## src/rtl/mrm_pkg.sv

```systemverilog
package mrm_pkg;

  typedef enum logic [2:0] {
    MRM_IDLE,
    MRM_OPEN,
    MRM_COL,
    MRM_COL_ERR,
    MRM_CLOSE,
    MRM_REFRESH
  } mrm_cmd_e;

  // Priority: row strobe, column strobe, close, refresh.
  function automatic mrm_cmd_e mrm_decode(input logic ras, input logic cas,
                                          input logic close_r, input logic ref_r,
                                          input logic is_open);
    if (ras)          return MRM_OPEN;
    else if (cas)     return is_open ? MRM_COL : MRM_COL_ERR;
    else if (close_r) return is_open ? MRM_CLOSE : MRM_IDLE;
    else if (ref_r)   return is_open ? MRM_IDLE : MRM_REFRESH;
    else              return MRM_IDLE;
  endfunction

  function automatic int mrm_addr_bits(input int rows, input int cols);
    int m;
    m = (rows > cols) ? rows : cols;
    return (m > 2) ? $clog2(m) : 1;
  endfunction

endpackage

```

## src/rtl/mrm_array.sv

```systemverilog
module mrm_array #(
  parameter int ROWS = 4,
  parameter int RW   = 2,
  parameter int ROWW = 32
) (
  input  logic            clk,
  input  logic            rst_n,
  input  logic [RW-1:0]   rd_row,
  output logic [ROWW-1:0] rd_data,
  input  logic            wr_en,
  input  logic [RW-1:0]   wr_row,
  input  logic [ROWW-1:0] wr_data
);

  logic [ROWW-1:0] cells [ROWS];

  assign rd_data = cells[rd_row];

  always_ff @(posedge clk) begin
    if (!rst_n) begin
      for (int r = 0; r < ROWS; r++) cells[r] <= '0;
    end else if (wr_en) begin
      cells[wr_row] <= wr_data;
    end
  end

endmodule

```

## src/rtl/mrm_rowbuf.sv

```systemverilog
module mrm_rowbuf #(
  parameter int COLS  = 4,
  parameter int WIDTH = 8,
  parameter int CW    = 2
) (
  input  logic                  clk,
  input  logic                  rst_n,
  input  logic                  load_en,
  input  logic [COLS*WIDTH-1:0] load_data,
  input  logic                  col_en,
  input  logic                  col_we,
  input  logic [CW-1:0]         col,
  input  logic [WIDTH-1:0]      wdata,
  output logic [COLS*WIDTH-1:0] row_q,
  output logic [WIDTH-1:0]      rdata,
  output logic                  rvalid
);

  logic [WIDTH-1:0] slot [COLS];

  generate
    for (genvar c = 0; c < COLS; c++) begin : g_slot
      assign slot[c] = row_q[c*WIDTH +: WIDTH];
      always_ff @(posedge clk) begin
        if (!rst_n)
          row_q[c*WIDTH +: WIDTH] <= '0;
        else if (load_en)
          row_q[c*WIDTH +: WIDTH] <= load_data[c*WIDTH +: WIDTH];
        else if (col_en && col_we && (col == CW'(c)))
          row_q[c*WIDTH +: WIDTH] <= wdata;
      end
    end
  endgenerate

  always_ff @(posedge clk) begin
    if (!rst_n) begin
      rdata  <= '0;
      rvalid <= 1'b0;
    end else begin
      rvalid <= col_en && !col_we;
      if (col_en && !col_we) rdata <= slot[col];
    end
  end

  assert_write_no_valid_R3: assert property (@(posedge clk) disable iff (!rst_n)
    (col_en && col_we) |=> !rvalid);

endmodule

```

## src/rtl/mrm_ctrl.sv

```systemverilog
module mrm_ctrl
  import mrm_pkg::*;
#(
  parameter int ROWS = 4,
  parameter int RW   = 2
) (
  input  logic          clk,
  input  logic          rst_n,
  input  logic          ras,
  input  logic          cas,
  input  logic          close_req,
  input  logic          refresh_req,
  input  logic [RW-1:0] row_addr,
  output logic          open_q,
  output logic          col_fire,
  output logic          load_en,
  output logic          arr_wr_en,
  output logic          ref_fire,
  output logic [RW-1:0] rd_row,
  output logic [RW-1:0] wr_row,
  output logic          col_err,
  output logic          ref_ack,
  output logic [RW-1:0] ref_row
);

  mrm_cmd_e      cmd;
  logic [RW-1:0] open_row;
  logic [RW-1:0] ref_ctr;
  logic          same_row;
  logic          wb_en;

  assign cmd      = mrm_decode(ras, cas, close_req, refresh_req, open_q);
  assign same_row = open_q && (row_addr == open_row);
  assign col_fire = (cmd == MRM_COL);
  assign ref_fire = (cmd == MRM_REFRESH);
  assign load_en  = (cmd == MRM_OPEN) && !same_row;
  assign wb_en    = ((cmd == MRM_OPEN) && open_q) || (cmd == MRM_CLOSE);
  assign arr_wr_en = wb_en || ref_fire;
  assign rd_row   = ref_fire ? ref_ctr : row_addr;
  assign wr_row   = ref_fire ? ref_ctr : open_row;

  always_ff @(posedge clk) begin
    if (!rst_n) begin
      open_q   <= 1'b0;
      open_row <= '0;
      ref_ctr  <= '0;
      ref_row  <= '0;
      col_err  <= 1'b0;
      ref_ack  <= 1'b0;
    end else begin
      col_err <= (cmd == MRM_COL_ERR);
      ref_ack <= ref_fire;
      if (cmd == MRM_OPEN) begin
        open_q   <= 1'b1;
        open_row <= row_addr;
      end else if (cmd == MRM_CLOSE) begin
        open_q <= 1'b0;
      end
      if (ref_fire) begin
        ref_row <= ref_ctr;
        ref_ctr <= (ref_ctr == RW'(ROWS-1)) ? '0 : ref_ctr + 1'b1;
      end
    end
  end

  assert_ctr_hold_R8: assert property (@(posedge clk) disable iff (!rst_n)
    !ref_fire |=> $stable(ref_ctr));

endmodule

```

## src/rtl/mux_row_mem.sv

```systemverilog
module mux_row_mem
  import mrm_pkg::*;
#(
  parameter int ROWS  = 4,
  parameter int COLS  = 4,
  parameter int WIDTH = 8,
  parameter int AW    = mrm_addr_bits(ROWS, COLS),
  parameter int RW    = (ROWS > 2) ? $clog2(ROWS) : 1
) (
  input  logic             clk,
  input  logic             rst_n,
  input  logic             ras,
  input  logic             cas,
  input  logic             we,
  input  logic             close_req,
  input  logic             refresh_req,
  input  logic [AW-1:0]    addr,
  input  logic [WIDTH-1:0] wdata,
  output logic [WIDTH-1:0] rdata,
  output logic             rvalid,
  output logic             col_err,
  output logic             row_open,
  output logic             refresh_ack,
  output logic [RW-1:0]    refresh_row
);

  localparam int CW   = (COLS > 2) ? $clog2(COLS) : 1;
  localparam int ROWW = COLS * WIDTH;

  logic [RW-1:0]   row_addr;
  logic [CW-1:0]   col_addr;
  logic            col_fire, load_en, arr_wr_en, ref_fire;
  logic [RW-1:0]   rd_row, wr_row;
  logic [ROWW-1:0] arr_rd, buf_row, arr_wr_data;

  assign row_addr    = addr[RW-1:0];
  assign col_addr    = addr[CW-1:0];
  assign arr_wr_data = ref_fire ? arr_rd : buf_row;

  mrm_ctrl #(.ROWS(ROWS), .RW(RW)) u_ctrl (
    .clk(clk), .rst_n(rst_n), .ras(ras), .cas(cas), .close_req(close_req),
    .refresh_req(refresh_req), .row_addr(row_addr), .open_q(row_open),
    .col_fire(col_fire), .load_en(load_en), .arr_wr_en(arr_wr_en),
    .ref_fire(ref_fire), .rd_row(rd_row), .wr_row(wr_row),
    .col_err(col_err), .ref_ack(refresh_ack), .ref_row(refresh_row)
  );

  mrm_array #(.ROWS(ROWS), .RW(RW), .ROWW(ROWW)) u_array (
    .clk(clk), .rst_n(rst_n), .rd_row(rd_row), .rd_data(arr_rd),
    .wr_en(arr_wr_en), .wr_row(wr_row), .wr_data(arr_wr_data)
  );

  mrm_rowbuf #(.COLS(COLS), .WIDTH(WIDTH), .CW(CW)) u_rowbuf (
    .clk(clk), .rst_n(rst_n), .load_en(load_en), .load_data(arr_rd),
    .col_en(col_fire), .col_we(we), .col(col_addr), .wdata(wdata),
    .row_q(buf_row), .rdata(rdata), .rvalid(rvalid)
  );

  assert_rvalid_src_R2: assert property (@(posedge clk) disable iff (!rst_n)
    rvalid |-> $past(cas && !we && !ras && row_open));

  assert_err_closed_R5: assert property (@(posedge clk) disable iff (!rst_n)
    col_err |-> $past(cas && !ras && !row_open));

  assert_ref_closed_R7: assert property (@(posedge clk) disable iff (!rst_n)
    refresh_ack |-> $past(refresh_req && !row_open && !ras && !cas && !close_req));

  assert_open_after_ras_R9: assert property (@(posedge clk) disable iff (!rst_n)
    ras |=> row_open);

endmodule

```

## config.mk

```make
export PLATFORM = sky130hd
export DESIGN_NAME = mux_row_mem
export DESIGN_NICKNAME = d
export VERILOG_FILES = /design/src/rtl/mrm_pkg.sv /design/src/rtl/mrm_array.sv /design/src/rtl/mrm_rowbuf.sv /design/src/rtl/mrm_ctrl.sv /design/src/rtl/mux_row_mem.sv
export SDC_FILE = /design/constraint.sdc
export NUM_CORES = 1
export LEC_CHECK = 0
export BUFFER_PORTS_ARGS = -buffer_cell sky130_fd_sc_hd__buf_4
export CAP_MARGIN = 20
export CORE_MARGIN = 2
export CORE_UTILIZATION = 40
export DETAILED_ROUTE_END_ITERATION = 8
export GPL_TIMING_DRIVEN = 0
export SLEW_MARGIN = 20
export SYNTH_ARGS = -nofsm -noshare
export SYNTH_HDL_FRONTEND = slang
export SYNTH_SLANG_ARGS = --single-unit
```

## constraint.sdc

```tcl
create_clock -name clk -period 9.6 [get_ports clk]
set_clock_uncertainty 0.05 [all_clocks]
set_input_delay 1.92 -clock clk [delete_from_list [all_inputs] [get_ports clk]]
set_output_delay 1.92 -clock clk [all_outputs]
set_load 0.01 [all_outputs]
```

==> results of run 1 <==
[power by group through the flow]
stage               Sequential (uW)  Clock [uW]  Combinational [uW]
finish                          901         644                 190
global route                    905         676                 204
CTS                             900         647                 189
detailed placement              917           0                 188
global placement                916           0                 179
floorplan                       902           0                 123
[per-layer routing]
metal / global-route usage, % / share of wire, % / vias to the layer above
li1: - / - / 2655
met2: 35.71 / 49 / 265
met4: 8.322 / 2.4 / 0
met1: 29.05 / 42 / 3053
met3: 3.822 / 6.9 / 44
met5: 0 / 0 / -
[synth_stat cells, drive strengths merged, types with 3 or more instances]
library cell	instances	area share, %
buf	30	2.0
and2	3	0.21
mux2	32	4.1
dfxtp	50	11
mux4	40	10
o21ai	38	2.2
edfxtp	128	44
mux2i	106	12
a21oi	5	0.29
nand2	11	0.50
clkbuf	23	0.98
a221oi	32	3.2
nor2	142	6.3
[state kept, by name, summed over array words and instances, names as in the netlist]
signal and flops:
u_array.cells 128, u_rowbuf.row_q 32, u_rowbuf.rdata 8, u_ctrl.open_row 2, u_ctrl.ref_ctr 2, u_ctrl.ref_row 2, u_ctrl.col_err 1, u_ctrl.open_q 1
u_ctrl.ref_ack 1, u_rowbuf.rvalid 1
[critical path, stage by stage]
cell and delay (ns):
sky130_fd_sc_hd__buf_4 0.14, sky130_fd_sc_hd__or4b_4 0.58, sky130_fd_sc_hd__nor2_8 0.20, sky130_fd_sc_hd__o2111ai_1 0.18, sky130_fd_sc_hd__nand4_1 0.37, sky130_fd_sc_hd__buf_2 0.37
sky130_fd_sc_hd__nand2_2 0.38, sky130_fd_sc_hd__buf_12 0.33
[how the worst min path moves through the flow]
stage	cells after the start	start	slack [ns]	to
finish	2	u_ctrl.ref_row[0]	0.41	u_ctrl.ref_row[0]
global route	2	u_ctrl.ref_row[0]	0.44	u_ctrl.ref_row[0]
CTS	2	u_ctrl.ref_row[0]	0.42	u_ctrl.ref_row[0]
detailed placement	2	u_ctrl.ref_row[0]	0.41	u_ctrl.ref_row[0]
global placement	2	u_ctrl.ref_row[1]	0.40	u_ctrl.ref_row[1]
floorplan	2	u_ctrl.ref_row[0]	0.43	u_ctrl.ref_row[0]
[through the flow]
| step | utilization, % | hold slack, ns |
|---|---|---|
| 2_1_floorplan | - | 0.4305 |
| 3_3_place_gp | 43.07 | 0.4019 |
| 3_5_place_dp | 43.48 | 0.4107 |
| 4_1_cts | 45.94 | 0.4200 |
| 5_1_grt | 45.94 | 0.4374 |
| 6_report | 45.94 | 0.4147 |
[cells by family after synthesis]
family	Yosys count	share of synthesized area, %
flip-flops	178	55.27
AO/OA/AOI/OAI	80	6.109
AND/OR/NAND/NOR	173	8.679
adder cells (fa/ha/maj)	1	0.1427
XOR/XNOR	2	0.1999
buffers and inverters	56	3.112
multiplexers	178	26.49
[area by class of cell]
class / instances / area (um2) / area share (%)
Buffer: 53 / 261.5 / 2.624
Tap cell: 280 / 350.3 / 3.516
Timing Repair Buffer: 34 / 305.3 / 3.064
Clock buffer: 17 / 425.4 / 4.269
Multi-Input combinational cell: 434 / 3657 / 36.70
Inverter: 3 / 11.26 / 0.1130
Clock inverter: 15 / 108.9 / 1.092
Sequential cell: 178 / 4845 / 48.62
==> out/qor.yml, run 1 <==
numPortBuffers: 30
grt_max_degree: 20
final_critical_path_setup_slack_ns: 5.228
post_cts.resized_instances: 0
crit_path_end_kind: "register"
clockBufferDepth: 2
r2r_slack_ns: 6.47
worst-endpoint-required_ns: 9.73
clock_latency_ns: 0.44
die_height_um: 152.0
dr.pass1.iters: 5
first_global_vias: 6173
clock_tree_from_tritoncts: "done"
wl_um: 24950
cts.hold.buffers_added: 0
layout.cells.most_common: "sky130_fd_sc_hd__nor2_1"
postCtsSetupBuffers: 0
ys.flop_type: "sky130_fd_sc_hd__edfxtp_1"
timing.final.crit_period_ns: 4.372
critical_path.reg2reg.endpoint: "u_array.cells[2][17]"
fin_tns_setup_ns: 0
drc: 0
clock_power_share_pct: 37.1
die_width_um: 152.0
syn_avg_cell_area_um2: 13.12
synth_sequential_area_ratio_pct: 55.27
die_area_um2: 23110
ir_worst_vdd_mv: 0.1050
routed_wire_length_per_instance_um: 24.61
static-leakage-power_uw: 0.003524
area_growth_syn_to_layout_pct: 13.67
grt_first_pass_wirelength_um: 37890
worstMarginPinSlew_ns: 1.035
crit_path_start: "cas"
final_area_um2: 9965
grt_antenna_before_repair: 0
critPathMaxFanout: 19
globalplace.congestion: 0.8601
num_io_pins: 31
final-instance-count-excl-fill: 1014
max_cap_violations: 0
nFillCells: 1959
startpoint_type: "input pin"
cp_data_arrival_time_ns: 4.50
drt_first_iter_violations: 693
hpwlAfterDp_um: 17040
antenna_left: 0
rsz0062_at_grt: "no"
internal_power_uw: 1277
synth-async-reset-ratio_pct: 0
highest_clock_rate_mhz: 228.7
power.density_cell_area_nw_per_um2: 174.2
p_switching_uw: 458.5
antenna-diode-count: 0
report.final.hold_viol_count: 0
synth_cell_types: 41
synth_enable_flop_cells: 128
layout-drive-gt1-share_pct: 23.30
viasPerCell: 5.934
regToRegStartpoint: "u_ctrl.open_q"
max-slew-margin-rel_pct: 31.01
p_sw_share_pct: 26.42
finalMaxSlewViolations: 0
post_synth_inst_count: 668
dp_worst_setup_slack_ns: 4.785
initial_core_utilization_pct: 40.42
critPathCapture: "u_array.cells[2][17]"
r2r.worst_path.cells: 7
final_cell_mix: "sky130_fd_sc_hd__nor2_1, sky130_fd_sc_hd__edfxtp_1, sky130_fd_sc_hd__mux2i_1"
cts_root_buf: "sky130_fd_sc_hd__clkbuf_16"
cts_buffers: 17
pwr-share-seq_pct: 51.9
total_power_uw: 1736
track_usage_pct: 21.79
clock-sinks: 178
synth_warnings: 0
timing.final.setup_violations: 0
holdCritPathClass: "reg2reg"
placement_rows: 54
final_nets: 739
cts_htree_levels: 4
synthesis.nets: 686
vias: 6017
combPwrFrac_pct: 11.0
synth.cell_area_um2: 8766
globalRouteOverflowTotal: 0
min_period_over_period_pct: 45.54
postSynthRegisterBits: 178
status: "complete, no violations"
clock_pin_slew_on_the_worst_setup_and_hold_paths_ns: 0.07
critPathKind: "in2reg"
placed_cell_count: 982
dpl_cell_area_um2: 9430
placeableCoreArea_um2: 21690
(Power assumes the default switching activity.)
==> run 2, diff against run 1 <==
--- a/config.mk
+++ b/config.mk
@@ -5,6 +5,7 @@
 export SDC_FILE = /design/constraint.sdc
 export NUM_CORES = 1
 export LEC_CHECK = 0
+export ABC_AREA = 1
 export BUFFER_PORTS_ARGS = -buffer_cell sky130_fd_sc_hd__buf_4
 export CAP_MARGIN = 20
 export CORE_MARGIN = 2
==> constraint.sdc (replaced) <==
create_clock -name clk -period 4.1 [get_ports clk]
set_clock_uncertainty 0.05 [all_clocks]
set_input_delay 0.82 -clock clk [delete_from_list [all_inputs] [get_ports clk]]
set_output_delay 0.82 -clock clk [all_outputs]
set_load 0.01 [all_outputs]
==> run 2 against run 1 <==
Global-route usage up 3.7 points. Sequential power up 130%. Core utilization up 0.40 points. Setup slack worse by 4.2 ns. Critical path type unchanged. Critical endpoint is now u_array.cells[1][15]. Non-clock buffer count up 31. Largest cell class unchanged. Via count up 49%.
==> out/qor.yml, run 2 <==
final_cell_mix: "sky130_fd_sc_hd__nand3_1, sky130_fd_sc_hd__nand2_1, sky130_fd_sc_hd__inv_1"
final_area_um2: 10910  # +9.5%
post-synth-top-count-cell: "sky130_fd_sc_hd__nand3_1"
wl_um: 32480  # +30%
crit_path_end_kind: "register"
ir_worst_vdd_mv: 0.2811  # +170%
cp_data_arrival_time_ns: 3.24  # -1.26 ns
final-instance-count-excl-fill: 1599  # +58%
vias: 8977  # +49%
worst-endpoint-required_ns: 4.23  # -5.50 ns
grt_antenna_before_repair: 0  # unchanged
dp_worst_setup_slack_ns: 0.5808  # -4.204 ns
layout-drive-gt1-share_pct: 10.94  # -12 points
holdCritPathClass: "reg2reg"
synth.cell_area_um2: 9639  # +10%
synth-async-reset-ratio_pct: 0  # unchanged
clock_latency_ns: 0.44  # about the same
cts_htree_levels: 4  # unchanged
synth_top_cells_by_area: "sky130_fd_sc_hd__edfxtp_1, sky130_fd_sc_hd__nand3_1, sky130_fd_sc_hd__dfxtp_1"
drc: 0  # unchanged
synth_cell_types: 32  # -22%
clockBufferDepth: 2  # unchanged
antenna-diode-count: 0  # unchanged
hpwlAfterDp_um: 22680  # +33%
rsz0062_at_grt: "no"
track_usage_pct: 25.48  # +3.7 points
max-slew-margin-rel_pct: 46.90  # +16 points
critical_path.reg2reg.endpoint: "u_array.cells[1][15]"
cell_taking_the_most_area_after_synthesis: "sky130_fd_sc_hd__edfxtp_1"
dpl_cell_area_um2: 10360  # +9.9%
die_width_um: 159.2  # +4.7%
synth_sequential_area_ratio_pct: 50.26  # -5.0 points
static-leakage-power_uw: 0.004585  # +30%
num_io_pins: 31  # unchanged
viasPerCell: 5.614  # -5.4%
post_cts.resized_instances: 0  # unchanged
die_area_um2: 25360  # +9.7%
startpoint_type: "input pin"
cts_buffers: 17  # unchanged
max_cap_violations: 0  # unchanged
clock_pin_slew_on_the_worst_setup_and_hold_paths_ns: 0.07  # about the same
timing.final.crit_period_ns: 3.104
crit_path_start: "rst_n"
highest_clock_rate_mhz: 322.2
top_post_synthesis_cells_by_count: "sky130_fd_sc_hd__nand3_1, sky130_fd_sc_hd__nand2_1, sky130_fd_sc_hd__inv_1"
postCtsSetupBuffers: 0  # unchanged
first_global_vias: 8263  # +34%
initial_core_utilization_pct: 40.94  # +0.53 points
r2r.worst_path.cells: 9  # +2
synth_enable_flop_cells: 128  # unchanged
globalRouteOverflowTotal: 0  # unchanged
antenna_left: 0  # unchanged
critPathCapture: "u_array.cells[1][15]"
largest_register_ff_count: 128  # unchanged
regToRegStartpoint: "u_ctrl.open_q"
final_nets: 1285  # +74%
min_period_over_period_pct: 75.70
dr.pass1.iters: 6  # +1
clock-sinks: 178  # unchanged
timing.final.setup_violations: 0  # unchanged
routed_wire_length_per_instance_um: 20.31  # -17%
grt_max_degree: 21  # +5.0%
worstMarginPinSlew_ns: 0.7964  # -0.2384 ns
numPortBuffers: 26  # -13%
power.density_cell_area_nw_per_um2: 391.0  # +120%
clock_tree_from_tritoncts: "done"
largest_register: "u_array.cells"
cts_root_buf: "sky130_fd_sc_hd__clkbuf_16"
area_growth_syn_to_layout_pct: 13.19
die_height_um: 159.2  # +4.7%
globalplace.congestion: 0.9504  # +10%
report.final.hold_viol_count: 0  # unchanged
syn_avg_cell_area_um2: 7.920  # -40%
r2r_slack_ns: 1.0  # -5.47 ns
drt_first_iter_violations: 1206  # +74%
synthesis.nets: 1235  # +80%
placeableCoreArea_um2: 23540  # +8.5%
critPathMaxFanout: 17  # -2
critPathKind: "in2reg"
cts.hold.buffers_added: 0  # unchanged
post_synth_inst_count: 1217  # +82%
finalMaxSlewViolations: 0  # unchanged
grt_first_pass_wirelength_um: 48930  # +29%
fin_tns_setup_ns: 0  # unchanged
status: "complete, no violations"
layout.cells.most_common: "sky130_fd_sc_hd__nand3_1"
final_util_pct: 46.34  # +0.40 points
synth_warnings: 0  # unchanged
placed_cell_count: 1567  # +60%
final_critical_path_setup_slack_ns: 0.9964  # -4.231 ns
post-synth-top-area-fraction_pct: 39.88  # -4.0 points
largest_registers: "u_array.cells (128), u_rowbuf.row_q (32), u_rowbuf.rdata (8)"
placement_rows: 56  # +3.7%
postSynthRegisterBits: 178  # unchanged
ys.flop_type: "sky130_fd_sc_hd__edfxtp_1"
==> run 2: worst max-delay path, stage by stage <==
cell and delay [ns]:
sky130_fd_sc_hd__clkbuf_1 0.40, sky130_fd_sc_hd__nand2_2 0.31, sky130_fd_sc_hd__o31ai_4 0.52, sky130_fd_sc_hd__buf_2 0.40, sky130_fd_sc_hd__nand2_2 0.43, sky130_fd_sc_hd__buf_16 0.33
==> run 2: where the power goes <==
part,switching (uW),internal [uW]
clock,708,838
combinational,446,186
sequential,47.3,2040
total,1200,3060
==> run 2: worst min-delay path by stage <==
stage                              endpoint  cells past startpoint  slack (ns)               from
after detailed placement  u_ctrl.ref_row[1]                      2        0.43  u_ctrl.ref_row[1]
after global routing      u_ctrl.ref_row[1]                      2        0.45  u_ctrl.ref_row[1]
after floorplan           u_ctrl.ref_ctr[1]                      2        0.43  u_ctrl.ref_ctr[1]
after CTS                 u_ctrl.ref_row[1]                      2        0.44  u_ctrl.ref_row[1]
final                     u_ctrl.ref_row[1]                      2        0.44  u_ctrl.ref_row[1]
after global placement    u_ctrl.ref_row[1]                      2        0.41  u_ctrl.ref_row[1]
==> run 2: metrics by stage <==
step,total power [uW],hold slack [ns]
after floorplan,2503,0.4251
after global placement,2715,0.4143
after detailed placement,2740,0.4260
after CTS,4252,0.4363
after global routing,4399,0.4549
final,4266,0.4382
==> run 2: per-layer routing <==
layer / share of wire, % / routed length, um / vias to the layer above / global-route usage (%)
met5: 0 / 0 / - / 0
met2: 45 / 14670 / 535 / 40.00
li1: - / - / 4153 / -
met3: 11 / 3527 / 88 / 4.637
met4: 3.3 / 1086 / 0 / 9.876
met1: 41 / 13200 / 4201 / 35.09
==> run 2: logic make-up (layout without fill, tap and decap cells) <==
kind of cell    count (synthesis)  count (layout)  share of synthesized area [%]
mux                             8               8                         0.8308
fa+ha+maj                       1               1                         0.1298
buf+inv                       264             327                          11.76
flops                         178             178                          50.26
simple gates                  638             638                          29.50
compound gates                128             128                          7.516
==> run 2: layout make-up <==
class,instances,area [um2]
clock inverters,8,53.80
multi-input cells,775,3680
fillers,2409,12630
repair buffers,31,307.8
inverters,177,669.4
plain buffers,87,464.2
clock buffers,24,491.7
flip-flops and latches,178,4845
well taps,319,399.1
==> run 3, diff against run 2 <==
--- a/config.mk
+++ b/config.mk
@@ -5,7 +5,7 @@
 export SDC_FILE = /design/constraint.sdc
 export NUM_CORES = 1
 export LEC_CHECK = 0
-export ABC_AREA = 1
+export ABC_AREA = 0
 export BUFFER_PORTS_ARGS = -buffer_cell sky130_fd_sc_hd__buf_4
 export CAP_MARGIN = 20
 export CORE_MARGIN = 2
==> constraint.sdc (replaced) <==
create_clock -name clk -period 2.6 [get_ports clk]
set_clock_uncertainty 0.05 [all_clocks]
set_input_delay 0.52 -clock clk [delete_from_list [all_inputs] [get_ports clk]]
set_output_delay 0.52 -clock clk [all_outputs]
set_load 0.01 [all_outputs]
==> run 3 against run 2 <==
Critical path depth grew 2. Critical path type is now reg2reg. Critical endpoint is now u_array.cells[0][19]. Sequential cell count did not move. Combinational power increased by 11%.
==> out/qor.yml, run 3 (synthesis results as in run 1) <==
critPathMaxFanout: 11  # -6
regToRegStartpoint: "u_ctrl.open_q"
max_cap_violations: 0  # unchanged
combPwrFrac_pct: 10.6  # -4.2 points
largest_register: "u_array.cells"
dr.pass1.iters: 5  # -1
ir_worst_vdd_mv: 0.3520  # +25%
worst-endpoint-required_ns: 2.72  # -1.51 ns
vias: 6026  # -33%
min_period_over_period_pct: 97.91
dp_worst_setup_slack_ns: -1.053  # -1.634 ns
numPortBuffers: 30  # +15%
highest_clock_rate_mhz: 392.8
finalMaxSlewViolations: 0  # unchanged
p_sw_share_pct: 26.91  # -1.3 points
die_area_um2: 23110  # -8.8%
crit_path_start: "u_ctrl.open_q"
power.density_cell_area_nw_per_um2: 655.3  # +68%
globalRouteOverflowTotal: 0  # unchanged
timing.final.setup_violations: 0  # unchanged
layout-drive-gt1-share_pct: 25.92  # +15 points
final_cell_mix: "sky130_fd_sc_hd__nor2_1, sky130_fd_sc_hd__edfxtp_1, sky130_fd_sc_hd__mux2i_1"
die_height_um: 152.0  # -4.5%
clock-sinks: 178  # unchanged
largest_register_ff_count: 128  # unchanged
cts_root_buf: "sky130_fd_sc_hd__clkbuf_16"
nFillCells: 1951  # -19%
first_global_vias: 6132  # -26%
area_growth_syn_to_layout_pct: 15.63
total_power_uw: 6642  # +56%
track_usage_pct: 22.05  # -3.4 points
rsz0062_at_grt: "no"
cts_buffers: 17  # unchanged
grt_first_pass_wirelength_um: 38060  # -22%
largest_registers: "u_array.cells (128), u_rowbuf.row_q (32), u_rowbuf.rdata (8)"
clock_pin_slew_on_the_worst_setup_and_hold_paths_ns: 0.08  # about the same
static-leakage-power_uw: 0.003609  # -21%
drc: 0  # unchanged
pwr-share-seq_pct: 50.1  # +1.2 points
crit_path_end_kind: "register"
critical_path.reg2reg.endpoint: "u_array.cells[0][19]"
cts.hold.buffers_added: 0  # unchanged
status: "complete, no violations"
routed_wire_length_per_instance_um: 24.77  # +22%
initial_core_utilization_pct: 40.42  # -0.53 points
die_width_um: 152.0  # -4.5%
final_nets: 742  # -42%
hpwlAfterDp_um: 16490  # -27%
layout.cells.most_common: "sky130_fd_sc_hd__nor2_1"
critPathCapture: "u_array.cells[0][19]"
clock_latency_ns: 0.45  # about the same
report.final.hold_viol_count: 0  # unchanged
grt_antenna_before_repair: 0  # unchanged
critPathKind: "reg2reg"
clock_power_share_pct: 39.4  # +3.1 points
drt_first_iter_violations: 587  # -51%
r2r_slack_ns: 0.05  # -0.94 ns
cp_data_arrival_time_ns: 2.66  # -0.58 ns
timing.final.crit_period_ns: 2.546
max-slew-margin-rel_pct: 48.17  # +1.3 points
placement_rows: 54  # -3.6%
num_io_pins: 31  # unchanged
final_critical_path_setup_slack_ns: 0.05423  # -0.9422 ns
cts_htree_levels: 4  # unchanged
internal_power_uw: 4854  # +58%
wl_um: 25190  # -22%
worstMarginPinSlew_ns: 0.7746  # -0.02181 ns
viasPerCell: 5.925  # +5.5%
r2r.worst_path.cells: 8  # -1
clock_tree_from_tritoncts: "done"
antenna_left: 0  # unchanged
final_util_pct: 46.73  # +0.39 points
globalplace.congestion: 0.8687  # -8.6%
p_switching_uw: 1788  # +49%
placeableCoreArea_um2: 21690  # -7.9%
holdCritPathClass: "in2reg"
startpoint_type: "register"
antenna-diode-count: 0  # unchanged
clockBufferDepth: 2  # unchanged
finalHoldWorstSlack_ns: 0.3018  # -0.1363 ns
grt_max_degree: 33  # +57%
fin_tns_setup_ns: 0  # unchanged
-- run 3: changes by cell type in the layout (fill, tap and decap cells not counted), sizes merged, moves of 8 or more --
cell    previous run  this run
buf               97        64
o221ai             8         0
nand2            195        13
a221oi             0        32
a22oi              8         0
a21oi             70         5
nor2             115       142
inv              177        10
mux2i              8       106
mux4               0        40
nand3            322         2
mux2               0        32
-- run 3: area by class of cell --
type,instances,area [um2],area share [%]
clock inverter,15,166.4,1.642
tap,280,350.3,3.456
timing repair buffer,36,295.3,2.913
multi-input combinational,436,3750,37.00
buffer,52,292.8,2.889
sequential,178,4845,47.80
clock buffer,17,425.4,4.197
inverter,3,11.26,0.1111
-- run 3: per-layer routing --
layer	track usage [%]	up-vias	routed length, um
li1	-	2664	-
met4	5.741	0	412
met1	30.25	3051	10750
met3	4.706	41	1756
met2	35.86	270	12270
met5	0	-	0
-- run 3: through the flow --
| stage | std cells | area [um2] |
|---|---|---|
| after global placement | 978 | 9360 |
| after CTS | 1015 | 10110 |
| after floorplan | 668 | 8785 |
| final | 1017 | 10140 |
| after detailed placement | 978 | 9360 |
| after global routing | 1017 | 10140 |
-- run 3: critical path, stage by stage, from the launching register on --
cell and delay (ns):
sky130_fd_sc_hd__dfxtp_1 0.36, sky130_fd_sc_hd__or4b_4 0.61, sky130_fd_sc_hd__o21ai_1 0.18, sky130_fd_sc_hd__o2111ai_2 0.18, sky130_fd_sc_hd__nand4bb_1 0.22, sky130_fd_sc_hd__buf_2 0.21
sky130_fd_sc_hd__buf_6 0.19, sky130_fd_sc_hd__nand2_4 0.11, sky130_fd_sc_hd__buf_12 0.15
-- run 3: power by group through the flow --
stage	Sequential [uW]	Clock (uW)	Combinational [uW]
2_1_floorplan	3330	0	459
3_3_place_gp	3380	0	660
3_5_place_dp	3390	0	670
4_1_cts	3320	2620	698
5_1_grt	3340	2740	758
6_report	3320	2610	704
-- run 3: repair_timing --
action                                 4_1_cts  5_1_grt
setup endpoints to repair                  252      152
pin swaps                                    1        1
gates cloned                                 2        0
buffers inserted                             3        3
gates resized for setup                     21       10
endpoints found under the hold margin        0        0
-- run 3: how the worst min path moves through the flow --
stage                            from           endpoint  slack, ns  cells after the start
finish                            cas     u_ctrl.col_err       0.30                      3
detailed placement  u_ctrl.ref_row[0]  u_ctrl.ref_row[0]       0.42                      2
global placement    u_ctrl.ref_row[0]  u_ctrl.ref_row[0]       0.40                      2
global route                      cas     u_ctrl.col_err       0.32                      3
floorplan           u_ctrl.ref_row[0]  u_ctrl.ref_row[0]       0.43                      2
CTS                               cas     u_ctrl.col_err       0.30                      3
